--- src/rtl/srd_pkg.sv ---
package srd_pkg;
  typedef enum logic [2:0] {
    ST_FREE   = 3'd0,
    ST_READY  = 3'd1,
    ST_ISSUED = 3'd2,
    ST_DONE   = 3'd3,
    ST_WAIT   = 3'd4
  } ent_st_e;
endpackage

--- src/rtl/srd_age_track.sv ---
module srd_age_track #(
  parameter int ENTRIES = 8,
  parameter int IW      = 3
) (
  input  logic               clk,
  input  logic               rst_n,
  input  logic               clr,
  input  logic               alloc_en,
  input  logic [IW-1:0]      alloc_idx,
  input  logic [ENTRIES-1:0] live,
  input  logic [ENTRIES-1:0] cand,
  output logic [ENTRIES-1:0] pick_oh,
  output logic [IW-1:0]      pick_idx
);
  // older_q[e][j] set: entry j was allocated before entry e
  logic [ENTRIES-1:0] older_q [ENTRIES];

  always_ff @(posedge clk or negedge rst_n) begin
    if (!rst_n) begin
      for (int e = 0; e < ENTRIES; e++) older_q[e] <= '0;
    end else if (clr) begin
      for (int e = 0; e < ENTRIES; e++) older_q[e] <= '0;
    end else if (alloc_en) begin
      for (int e = 0; e < ENTRIES; e++) begin
        if (IW'(e) == alloc_idx)
          older_q[e] <= live & ~(ENTRIES'(1) << e);
        else
          older_q[e][alloc_idx] <= 1'b0;
      end
    end
  end

  // oldest candidate: no other candidate is older than it
  always_comb begin
    pick_idx = '0;
    for (int e = 0; e < ENTRIES; e++) begin
      pick_oh[e] = cand[e] && ((older_q[e] & cand) == '0);
      if (pick_oh[e]) pick_idx = IW'(e);
    end
  end


  pick_onehot_chk: assert property (@(posedge clk) disable iff (!rst_n)
    $onehot0(pick_oh));

  for (genvar a = 0; a < ENTRIES; a++) begin : g_row
    for (genvar b = a + 1; b < ENTRIES; b++) begin : g_col

      age_order_chk: assert property (@(posedge clk) disable iff (!rst_n)
        !(older_q[a][b] && older_q[b][a]));
    end
  end
endmodule

--- src/rtl/srd_dep_table.sv ---
module srd_dep_table #(
  parameter int ENTRIES = 8,
  parameter int IW      = 3,
  parameter int NSRC    = 2
) (
  input  logic               clk,
  input  logic               rst_n,
  input  logic               clr,
  input  logic               alloc_en,
  input  logic [IW-1:0]      alloc_idx,
  input  logic [NSRC-1:0]    src_vld,
  input  logic [NSRC*IW-1:0] src_idx,
  input  logic [ENTRIES-1:0] live,
  input  logic [IW-1:0]      probe_idx,
  output logic [ENTRIES-1:0] slice_vec
);
  // dep_q[e][p] set: entry e inherits a value from entry p (any depth)
  logic [ENTRIES-1:0] dep_q [ENTRIES];
  logic [ENTRIES-1:0] row_new;

  always_comb begin
    logic [IW-1:0] sidx;
    row_new = '0;
    for (int s = 0; s < NSRC; s++) begin
      sidx = src_idx[s*IW +: IW];
      if (src_vld[s] && live[sidx] && (sidx != alloc_idx))
        row_new = row_new | dep_q[sidx] | (ENTRIES'(1) << sidx);
    end
    row_new = row_new & ~(ENTRIES'(1) << alloc_idx);
  end

  always_ff @(posedge clk or negedge rst_n) begin
    if (!rst_n) begin
      for (int e = 0; e < ENTRIES; e++) dep_q[e] <= '0;
    end else if (clr) begin
      for (int e = 0; e < ENTRIES; e++) dep_q[e] <= '0;
    end else if (alloc_en) begin
      for (int e = 0; e < ENTRIES; e++) begin
        if (IW'(e) == alloc_idx)
          dep_q[e] <= row_new;
        else
          dep_q[e][alloc_idx] <= 1'b0;
      end
    end
  end

  always_comb begin
    for (int e = 0; e < ENTRIES; e++) slice_vec[e] = dep_q[e][probe_idx];
  end

  for (genvar e = 0; e < ENTRIES; e++) begin : g_diag

    no_self_dep_chk: assert property (@(posedge clk) disable iff (!rst_n)
      !dep_q[e][e]);
  end
endmodule

--- src/rtl/srd_watchdog.sv ---
module srd_watchdog #(
  parameter int LIMIT = 64,
  localparam int CW   = $clog2(LIMIT + 1)
) (
  input  logic clk,
  input  logic rst_n,
  input  logic stall,
  input  logic progress,
  output logic flush_req
);
  logic [CW-1:0] cnt_q;

  assign flush_req = (cnt_q == CW'(LIMIT));

  always_ff @(posedge clk or negedge rst_n) begin
    if (!rst_n)
      cnt_q <= '0;
    else if (flush_req || progress || !stall)
      cnt_q <= '0;
    else if (cnt_q != CW'(LIMIT))
      cnt_q <= cnt_q + CW'(1);
  end


  wd_sat_chk: assert property (@(posedge clk) disable iff (!rst_n)
    cnt_q <= CW'(LIMIT));


  flush_pulse_chk: assert property (@(posedge clk) disable iff (!rst_n)
    flush_req |=> !flush_req);
endmodule

--- src/rtl/slice_redispatch.sv ---
module slice_redispatch
  import srd_pkg::*;
#(
  parameter int ENTRIES     = 8,
  parameter int NSRC        = 2,
  parameter int STALL_LIMIT = 64,
  localparam int IW         = $clog2(ENTRIES)
) (
  input  logic               clk,
  input  logic               rst_n,
  input  logic               alloc_valid,
  output logic               alloc_ready,
  input  logic [IW-1:0]      alloc_idx,
  input  logic [NSRC-1:0]    alloc_src_vld,
  input  logic [NSRC*IW-1:0] alloc_src_idx,
  input  logic               disp_valid,
  input  logic [IW-1:0]      disp_idx,
  input  logic               cpl_valid,
  input  logic [IW-1:0]      cpl_idx,
  input  logic               ms_valid,
  input  logic [IW-1:0]      ms_idx,
  input  logic               ms_incl,
  output logic               busy,
  output logic [ENTRIES-1:0] rdy_vec,
  output logic [ENTRIES-1:0] done_vec,
  output logic               pri_valid,
  input  logic               pri_ready,
  output logic [IW-1:0]      pri_idx
  ,output logic              flush_req
);
  ent_st_e st_q [ENTRIES];
  ent_st_e st_n [ENTRIES];

  logic [ENTRIES-1:0] live, rdy_bits, wait_bits, slice_vec, pick_oh;
  logic alloc_fire, ms_acc, disp_acc, stall;

  always_comb begin
    for (int e = 0; e < ENTRIES; e++) begin
      live[e]      = (st_q[e] != ST_FREE);
      rdy_bits[e]  = (st_q[e] == ST_READY);
      wait_bits[e] = (st_q[e] == ST_WAIT);
      done_vec[e]  = (st_q[e] == ST_DONE);
    end
  end

  assign busy        = |wait_bits;
  assign pri_valid   = busy;
  assign rdy_vec     = busy ? '0 : rdy_bits;
  assign alloc_ready = !busy && !flush_req && !ms_valid;
  assign alloc_fire  = alloc_valid && alloc_ready;
  assign ms_acc      = ms_valid && !busy && !flush_req;
  assign disp_acc    = disp_valid && !busy && !flush_req && (st_q[disp_idx] == ST_READY);
  assign stall       = |(rdy_bits | wait_bits);

  srd_age_track #(.ENTRIES(ENTRIES), .IW(IW)) u_age (
    .clk      (clk),
    .rst_n    (rst_n),
    .clr      (flush_req),
    .alloc_en (alloc_fire),
    .alloc_idx(alloc_idx),
    .live     (live),
    .cand     (wait_bits),
    .pick_oh  (pick_oh),
    .pick_idx (pri_idx)
  );

  srd_dep_table #(.ENTRIES(ENTRIES), .IW(IW), .NSRC(NSRC)) u_dep (
    .clk      (clk),
    .rst_n    (rst_n),
    .clr      (flush_req),
    .alloc_en (alloc_fire),
    .alloc_idx(alloc_idx),
    .src_vld  (alloc_src_vld),
    .src_idx  (alloc_src_idx),
    .live     (live),
    .probe_idx(ms_idx),
    .slice_vec(slice_vec)
  );

  srd_watchdog #(.LIMIT(STALL_LIMIT)) u_wd (
    .clk      (clk),
    .rst_n    (rst_n),
    .stall    (stall),
    .progress (disp_acc),
    .flush_req(flush_req)
  );

  // later updates take precedence: report over dispatch/completion, allocation over all
  always_comb begin
    st_n = st_q;
    if (cpl_valid && st_q[cpl_idx] == ST_ISSUED) st_n[cpl_idx] = ST_DONE;
    if (disp_acc) st_n[disp_idx] = ST_ISSUED;
    if (pri_valid && pri_ready) st_n[pri_idx] = ST_READY;
    if (ms_acc) begin
      for (int e = 0; e < ENTRIES; e++) begin
        if (live[e] && (slice_vec[e] || (ms_incl && IW'(e) == ms_idx)))
          st_n[e] = ST_WAIT;
      end
    end
    if (alloc_fire) st_n[alloc_idx] = ST_READY;
    if (flush_req) begin
      for (int e = 0; e < ENTRIES; e++) st_n[e] = ST_FREE;
    end
  end

  always_ff @(posedge clk or negedge rst_n) begin
    if (!rst_n) begin
      for (int e = 0; e < ENTRIES; e++) st_q[e] <= ST_FREE;
    end else begin
      st_q <= st_n;
    end
  end


  pri_hold_chk: assert property (@(posedge clk) disable iff (!rst_n)
    (pri_valid && !pri_ready && !flush_req) |=> (pri_valid && $stable(pri_idx)));


  busy_rise_chk: assert property (@(posedge clk) disable iff (!rst_n)
    $rose(busy) |-> $past(ms_valid));


  flush_clear_chk: assert property (@(posedge clk) disable iff (!rst_n)
    flush_req |=> (rdy_vec == '0 && done_vec == '0 && !busy));
endmodule

--- config.mk ---
export PLATFORM = sky130hd
export DESIGN_NAME = slice_redispatch
export DESIGN_NICKNAME = d
export VERILOG_FILES = /design/src/rtl/srd_pkg.sv /design/src/rtl/srd_age_track.sv /design/src/rtl/srd_dep_table.sv /design/src/rtl/srd_watchdog.sv /design/src/rtl/slice_redispatch.sv
export SDC_FILE = /design/constraint.sdc
export NUM_CORES = 1
export LEC_CHECK = 0
export ABC_AREA = 1
export BUFFER_PORTS_ARGS = -buffer_cell sky130_fd_sc_hd__clkbuf_2
export CAP_MARGIN = 20
export CORE_ASPECT_RATIO = 1.1
export CORE_UTILIZATION = 40
export CTS_CLUSTER_DIAMETER = 150
export CTS_CLUSTER_SIZE = 28
export DETAILED_ROUTE_END_ITERATION = 8
export PLACE_DENSITY_LB_ADDON = 0.12
export SYNTH_ARGS = -nofsm -noshare
export SYNTH_HDL_FRONTEND = slang
export SYNTH_HIERARCHICAL = 1
export SYNTH_SLANG_ARGS = --single-unit
--- constraint.sdc ---
create_clock -name clk -period 4.9 [get_ports clk]
set_clock_uncertainty 0.1 [all_clocks]
set_input_delay 0.98 -clock clk [delete_from_list [all_inputs] [get_ports clk]]
set_output_delay 0.98 -clock clk [all_outputs]
set_load 0.05 [all_outputs]
==> results.yml, run 1 <==
setup_path:
  crit-reg2reg-launch: "u_wd/cnt_q[0]"
  critPathCaptureType: "primary output"
  critPathLaunchType: "flop"
  critical-path-max-stage-delay_ns: 0.39
  critical_path_peak_fanout: 6
  critPathSlowestCell: "dfrtp_1"
  critPathArrivalTime_ns: 2.78
  required_ns: 3.82
  worstSetupStartpoint: "st_q[9]"
  critical_path.top_delay_family: "simple AND/OR/NAND/NOR gates"
  worstPathBufferInverterCount: 5
  crit_path_frequent_cell: "inv_1"
  worst-setup-path-type: "flop to primary output"
  worstPathCellList: "inv_1, nand3_1, inv_1, inv_1, or2_0, nor3b_1, nand2_1, nand2_1, inv_1, o21ai_0, nand2_1, clkbuf_2"
run_status:
  run_status: "finished clean"
grt:
  grt_overflow: 0
  grt_pass1_wl_mm: 68.1
  total_track_usage_pct: 32.3
  first_global_vias: 11300
  grt_antenna_before_repair: 0
  grt_start_max_net_pins: 89
route:
  num_vias: 12000
  dr.pass1.iters: 6
  wire_per_inst_microns: 21.3
  detailedRoute.firstIterationViolations: 1614
  post_drt_via_cell_ratio: 5.75
  drt_wl_total_mm: 44.6
  route.antenna.remaining_nets: 0
  drc: 0
clock_tree:
  max_root_sink_buffers: 2
  cts_tree: "done"
  clock_network_latency_to_the_later_pin_of_the_worst_skew_pair_ns: 0.44
  post_cts_resized: 0
  cts.clk_slew.worst_paths_ns: 0.07
  cts_root_buffer: "clkbuf_16"
  cts_buffers: 17
  level_count_of_the_clock_h_tree: 4
  clock_sink_count: 151
  post-cts-setup-buffer-count: 0
  cts_hold_repair.buffers: 0
min_path:
  hold_path.startpoint: "u_dep/dep_q[61]"
  hp-class: "flop to flop"
timing:
  period_minus_slack_ns: 3.86
  hold_slack_ns: 0.383
  post_route_clock_period_utilization_pct: 78.7
  rsz0062_at_grt: "no"
  max-slew-margin-rel_pct: 40.7
  timing.setup.tns_ns: 0
  fmaxAchievable_ghz: 0.259
  final-max-slew-violation-count: 0
  tightestPinTransition_ns: 0.890
  setup_violations: 0
  timing.final.hold_violations: 0
synthesis:
  syn-num-nets: 1720
  cell_count_after_synthesis: 1690
  postSynthAreaPerCell_sq_um: 6.44
  warnings_synthesis: 6
  netlist_area_sq_mm: 0.0109
die:
  floorplan.rows: 62
  chipWidth_microns: 159
  floorplan.initialDensity_pct: 41.2
  dieArea_sq_mm: 0.0279
  floorplan.io_pins: 51
  floorplan.die.height_microns: 175
  core-area_sq_mm: 0.0265
cells_and_area:
  synthesis_to_layout_area_growth_pct: 10.2
  mostFrequentLayoutCells: "557 x nand2_1, 196 x nand3_1, 192 x inv_1, 151 x dfrtp_1, 110 x nor2_1"
  layout.nets: 1753
  drive_above_1_share_pct: 11.3
  layout.cells.most_common: "nand2_1"
  insertedDiodeCount: 0
flow_run:
  drv.max_cap_violation_count: 0
power:
  power_density_over_the_cells_mw_per_mm2: 563
  largest_voltage_drop_on_the_vdd_net_mv: 0.413
  p_leak_nw: 6.14
place:
  placement.io_buffers: 50
  gp_congestion: 1.04
  hpwlAfterDp_mm: 32.1
[worst paths after layout]
| check | slack [ns] | to | cells past startpoint |
|---|---|---|---|
| max in group asynchronous | 3.26 | u_dep/dep_q[26] | 2 |
| hold / removal | 0.38 | u_dep/dep_q[61] | 2 |
| min in group asynchronous | 0.51 | st_q[11] | 1 |
| setup reg to reg | 1.18 | u_dep/dep_q[30] | 18 |
| hold reg to reg | 0.38 | u_dep/dep_q[61] | 2 |
| setup / recovery | 1.04 | pri_idx[1] | 12 |
[stage by stage]
stage	instances	total power [mW]	setup slack [ns]	util, %	instance area, sq um
2_1_floorplan	1690	4.30	1.10	-	10900
3_3_place_gp	2056	5.33	1.37	43.1	11400
3_5_place_dp	2056	5.34	1.28	43.1	11400
4_1_cts	2088	6.71	1.07	45.4	12000
5_1_grt	2088	7.19	0.842	45.4	12000
6_report	2088	6.76	1.04	45.4	12000
[flip-flops by register name (all words and copies together), names as in the netlist]
name           flops
u_wd/cnt_q         7
u_age/older_q     56
u_dep/dep_q       64
st_q              24
[routing by layer]
layer,vias up,global-route usage (%),part of all wire [%]
li1,5556,-,-
met1,5662,41.7,41
met2,652,52.6,46
met3,141,4.96,8.2
met4,0,16.3,4.8
met5,-,0,0
[area by class of cell]
class,count,area (sq um)
Timing Repair Buffer,66,377
Multi-Input combinational cell,1264,5980
Clock buffer,19,453
Fill cell,2843,14500
Tap cell,352,440
Clock inverter,13,135
Inverter,223,840
Sequential cell,151,3780
[worst register-to-register path: stages, from the launching register on]
cell and delay [ns]:
dfrtp_1 0.43, inv_1 0.07, ha_1 0.19, nand2_1 0.05, inv_1 0.04, nand3_1 0.09, inv_1 0.06, clkinv_1 0.19
nand3_2 0.17, nor2_2 0.14, nand2_1 0.12, inv_1 0.58, inv_1 0.35, nor2_1 0.21, buf_4 0.30, nand2_1 0.23
o21ai_0 0.21, nand2_1 0.06, o21ai_1 0.07
[report_power, final]
part	switching, mW	total (mW)	internal (mW)	leakage, nW
clock network	0.603	1.35	0.744	0.294
logic	2.39	3.24	0.850	3.88
registers	0.455	2.17	1.72	1.97
Note: power is estimated with default switching activity, not from simulation.
==> run 2, diff against run 1 <==
clock period = 3.6 ns   (was 4.9 ns; I/O delays follow)
==> run 2 against run 1 <==
  * Clock-buffer cell count did not move
  * Clock power increased by 46%
  * Total power is 40% higher
  * Die area stayed put
  * Routed wire length increased by 3.9%
  * Worst setup slack lost 0.95 ns
  * Critical path type unchanged
==> results.yml, run 2 (synthesis results as in run 1) <==
setup_path:
  worst-setup-path-type: "flop to primary output"
  crit_path_frequent_cell: "nand2_1"
  worstSetupStartpoint: "st_q[6]"
  critical_path_peak_fanout: 7
  worstPathBufferInverterCount: 4
  r2r_slack_ns: 0.55
  critical-path-max-stage-delay_ns: 0.38
  critical_path.reg2reg.endpoint: "u_age/older_q[30]"
  critPathArrivalTime_ns: 2.69
  crit-reg2reg-launch: "u_wd/cnt_q[0]"
  required_ns: 2.78
  critPathSlowestCell: "dfrtp_1"
  worstPathCellList: "inv_1, nand3_1, inv_2, nand2_1, nor3b_1, nand2_1, nand2_1, inv_1, o21ai_0, nand2_1, clkbuf_2"
  critPathCaptureType: "primary output"
  critical_path.top_delay_family: "simple AND/OR/NAND/NOR gates"
  worst-r2r-cell-count: 17
  critPathLaunchType: "flop"
route:
  met3_wirelength_mm: 3.78
  num_vias: 12100
  drc: 0
  detailedRoute.firstIterationViolations: 1390
  met1Wirelength_mm: 19.1
  dr.max_layer_used: "met4"
  wire_per_inst_microns: 21.9
  drt_wl_total_mm: 46.3
  dr.pass1.iters: 6
  wl_met2_mm: 21.0
  post_drt_via_cell_ratio: 5.70
  route.antenna.remaining_nets: 0
cells_and_area:
  layout.nets: 1781
  biggestRegsByFlops: "u_dep/dep_q (64), u_age/older_q (56), st_q (24)"
  layout.cells.most_common: "nand2_1"
  largest_register_ffs: 64
  final.fill_count: 2870
  mostFrequentLayoutCells: "557 x nand2_1, 196 x nand3_1, 188 x inv_1, 151 x dfrtp_1, 110 x nor2_1"
  finish.cell_count_without_fillers: 2116
  insertedDiodeCount: 0
  post_layout_util_pct: 46.4
  synthesis_to_layout_area_growth_pct: 12.8
  registers.top_by_ff_count: "u_dep/dep_q"
  drive_above_1_share_pct: 12.9
  final_design_area_no_fill_sq_mm: 0.0123
clock_tree:
  cts_buffers: 17
  max_root_sink_buffers: 2
  clock_sink_count: 151
  cts_tree: "done"
  cts_root_buffer: "clkbuf_16"
  clock_network_latency_to_the_later_pin_of_the_worst_skew_pair_ns: 0.44
  level_count_of_the_clock_h_tree: 4
  cts_hold_repair.buffers: 0
  cts.clk_slew.worst_paths_ns: 0.07
timing:
  fmaxAchievable_ghz: 0.285
  final-max-slew-violation-count: 0
  rsz0062_at_grt: "no"
  hold_slack_ns: 0.226
  post_route_clock_period_utilization_pct: 97.5
  setup_violations: 0
  timing.setup.tns_ns: 0
  timing.final.hold_violations: 0
  tightestPinTransition_ns: 0.808
  period_minus_slack_ns: 3.51
  max-slew-margin-rel_pct: 45.9
place:
  dp_cells: 2084
  hpwlAfterDp_mm: 34.2
  placed_area_sq_mm: 0.0116
  placement.io_buffers: 50
  gp_congestion: 0.969
die:
  floorplan.rows: 62
  floorplan.die.height_microns: 175
  floorplan.io_pins: 51
  floorplan.initialDensity_pct: 41.2
  dieArea_sq_mm: 0.0279
  chipWidth_microns: 159
  core-area_sq_mm: 0.0265
grt:
  first_global_vias: 11600
  total_track_usage_pct: 34.0
  grt_pass1_wl_mm: 71.1
  grt_start_max_net_pins: 76
  grt_overflow: 0
  grt_antenna_before_repair: 0
power:
  power_density_over_the_cells_mw_per_mm2: 769
  p_leak_nw: 6.28
  largest_voltage_drop_on_the_vdd_net_mv: 0.701
run_status:
  run_status: "finished clean"
min_path:
  hp-class: "input pin to asynchronous set/reset pin"
flow_run:
  drv.max_cap_violation_count: 0
[run 2: area by class of cell]
type | instances | area, sq um | share of cell area, %
Tap cell | 352 | 440 | 3.59
Timing Repair Buffer | 94 | 607 | 4.94
Multi-Input combinational cell | 1264 | 5980 | 48.7
Sequential cell | 151 | 3780 | 30.8
Clock inverter | 13 | 184 | 1.50
Inverter | 223 | 847 | 6.90
Clock buffer | 19 | 443 | 3.61
[run 2: power by group]
part / total (mW) / internal [mW] / switching (mW) / leakage (nW)
clock network: 1.97 / 1.14 / 0.834 / 0.310
registers: 2.93 / 2.34 / 0.596 / 1.97
logic: 4.54 / 1.21 / 3.32 / 4.00
total: 9.44 / 4.69 / 4.75 / 6.28
[run 2: per-layer routing]
| metal | up-vias | track usage (%) |
|---|---|---|
| met4 | 0 | 17.0 |
| met1 | 5666 | 44.6 |
| met2 | 639 | 54.8 |
| met3 | 140 | 4.94 |
| li1 | 5622 | - |
| met5 | - | 0 |
[run 2: through the flow]
stage	total power [mW]	worst slack [ns]
after floorplan	5.86	0.0422
after global placement	7.34	0.307
after detailed placement	7.38	0.533
after CTS	9.37	0.0271
after global routing	10.0	0.00472
final	9.44	0.0894
[run 2: repair_timing]
action,4_1_cts,5_1_grt
resized for setup,0,2
setup endpoints to repair,0,2
setup buffers,0,0
[run 2: worst max-delay path by stage]
stage / to / slack [ns] / cells past startpoint
floorplan: u_dep/dep_q[23] / 0.04 / 21
global placement: u_dep/dep_q[29] / 0.31 / 16
detailed placement: pri_idx[1] / 0.53 / 11
CTS: pri_idx[1] / 0.03 / 11
global route: pri_idx[1] / 0.005 / 12
finish: pri_idx[1] / 0.09 / 11
==> run 3, diff against run 2 <==
CELL_PAD_IN_SITES_DETAIL_PLACEMENT = 0   (was unset)
CELL_PAD_IN_SITES_GLOBAL_PLACEMENT = 1   (was unset)
clock period = 3.9 ns   (was 3.6 ns; I/O delays follow)
==> run 3 against run 2 <==
  * First-iteration DRC count is 0.29% higher
  * Sequential power down 6.8%
  * Flip-flop and latch count stayed put
  * Critical endpoint unchanged
  * Combinational power fell by 8.8%
  * Routed wire length is 1.3% higher
  * Highest routed layer unchanged
  * Via count fell by 0.97%
==> results.yml, run 3 (synthesis results as in run 1) <==
grt:
  grt_antenna_before_repair: 0
  grt_start_max_net_pins: 92
  grt_pass1_wl_mm: 71.3
  total_track_usage_pct: 34.3
  first_global_vias: 11600
  grt_overflow: 0
cells_and_area:
  insertedDiodeCount: 0
  layout.cells.most_common: "nand2_1"
  drive_above_1_share_pct: 11.9
  biggestRegsByFlops: "u_dep/dep_q (64), u_age/older_q (56), st_q (24)"
  mostFrequentLayoutCells: "557 x nand2_1, 196 x nand3_1, 192 x inv_1, 151 x dfrtp_1, 110 x nor2_1"
  largest_register_ffs: 64
  final_design_area_no_fill_sq_mm: 0.0121
  post_layout_util_pct: 45.8
  synthesis_to_layout_area_growth_pct: 11.2
  layout.nets: 1767
  registers.top_by_ff_count: "u_dep/dep_q"
setup_path:
  r2r_slack_ns: 0.87
  worstPathCellList: "inv_1, nand3_1, inv_1, inv_1, or2_0, nor3b_1, nand2_1, nand2_1, inv_1, o21ai_0, nand2_1, clkbuf_2"
  worst-setup-path-type: "flop to primary output"
  critical_path.endpoint: "pri_idx[1]"
  critical-path-max-stage-delay_ns: 0.42
  worstPathBufferInverterCount: 5
  critPathArrivalTime_ns: 2.70
  required_ns: 3.02
  critical_path.reg2reg.endpoint: "u_age/older_q[13]"
  critPathSlowestCell: "dfrtp_1"
  crit_path_frequent_cell: "inv_1"
  critPathLaunchType: "flop"
  critical_path_peak_fanout: 6
  crit-reg2reg-launch: "u_wd/cnt_q[0]"
  critical_path_cell_count: 12
  critPathCaptureType: "primary output"
  worst-r2r-cell-count: 18
  worstSetupStartpoint: "st_q[9]"
  critical_path.top_delay_family: "simple AND/OR/NAND/NOR gates"
clock_tree:
  cts_hold_repair.buffers: 0
  cts_tree: "done"
  post_cts_resized: 0
  cts_root_buffer: "clkbuf_16"
  clock_network_latency_to_the_later_pin_of_the_worst_skew_pair_ns: 0.45
  cts_buffers: 17
  cts.clk_slew.worst_paths_ns: 0.06
  max_root_sink_buffers: 2
  clock_sink_count: 151
  post-cts-setup-buffer-count: 0
  level_count_of_the_clock_h_tree: 4
run_status:
  run_status: "finished clean"
die:
  core-area_sq_mm: 0.0265
  chipWidth_microns: 159
  dieArea_sq_mm: 0.0279
  floorplan.initialDensity_pct: 41.2
  floorplan.die.height_microns: 175
  floorplan.rows: 62
  floorplan.io_pins: 51
flow_run:
  drv.max_cap_violation_count: 0
place:
  placement.io_buffers: 50
  placed_area_sq_mm: 0.0115
  hpwlAfterDp_mm: 34.4
  gp_congestion: 0.993
power:
  power.internal_mw: 4.16
  comb_power_share_pct: 48.3
  power.share.switching_pct: 51.3
  largest_voltage_drop_on_the_vdd_net_mv: 0.704
  power.sequential.fraction_pct: 31.9
  power_density_over_the_cells_mw_per_mm2: 707
  p_clk_share_pct: 19.7
  p_leak_nw: 6.20
  p_sw_mw: 4.39
route:
  post_drt_via_cell_ratio: 5.69
  route.antenna.remaining_nets: 0
  drt_wl_total_mm: 46.9
  detailedRoute.firstIterationViolations: 1394
  drc: 0
  wire_per_inst_microns: 22.3
  dr.pass1.iters: 5
  num_vias: 12000
timing:
  hold_slack_ns: 0.136
  period_minus_slack_ns: 3.58
  final-max-slew-violation-count: 0
  setup_violations: 0
  post_route_clock_period_utilization_pct: 91.7
  tightestPinTransition_ns: 0.999
  max-slew-margin-rel_pct: 33.3
  timing.final.hold_violations: 0
  fmaxAchievable_ghz: 0.280
  timing.setup.tns_ns: 0
  rsz0062_at_grt: "no"
min_path:
  hp-class: "input pin to asynchronous set/reset pin"
-- run 3: changes by cell type in the layout (fill, tap and decap cells not counted), sizes merged --
cell and change:
bufinv -2, buf -14, inv +1, clkinv +1
-- run 3: worst min-delay path by stage --
stage,startpoint,endpoint,cells past startpoint
floorplan,u_dep/dep_q[31],u_dep/dep_q[31],2
global placement,u_dep/dep_q[31],u_dep/dep_q[31],2
detailed placement,u_dep/dep_q[47],u_dep/dep_q[47],2
CTS,rst_n,st_q[16],1
global route,rst_n,st_q[6],1
finish,rst_n,st_q[16],1
-- run 3: power groups by stage --
stage               combinational [mW]  clock [mW]  sequential [mW]
floorplan                         2.87           0             2.53
global placement                  4.04           0             2.74
detailed placement                4.06           0             2.74
CTS                               4.07        1.72             2.71
global route                      4.54        1.78             2.79
finish                            4.14        1.69             2.73
-- run 3: per-layer routing --
layer / GRT usage, % / wire [microns] / vias to the layer above
met5: 0 / 0 / -
met4: 19.4 / 2670 / 0
met3: 5.03 / 3570 / 134
met2: 56.5 / 21800 / 610
met1: 43.0 / 18900 / 5633
li1: - / - / 5573
-- run 3: cell type report --
| class | instances | area (sq um) |
|---|---|---|
| sequential | 151 | 3780 |
| timing repair buffer | 80 | 494 |
| clock buffer | 19 | 443 |
| clock inverter | 13 | 136 |
| multi-input combinational | 1264 | 5980 |
| tap | 352 | 440 |
| fill | 2851 | 14300 |
| inverter | 223 | 840 |
-- run 3: metrics by stage --
stage | total power [mW] | setup slack (ns) | std cells
6_report | 8.56 | 0.323 | 2102
5_1_grt | 9.11 | 0.125 | 2102
4_1_cts | 8.50 | 0.303 | 2102
3_5_place_dp | 6.79 | 0.673 | 2070
3_3_place_gp | 6.78 | 0.698 | 2070
2_1_floorplan | 5.40 | 0.100 | 1690
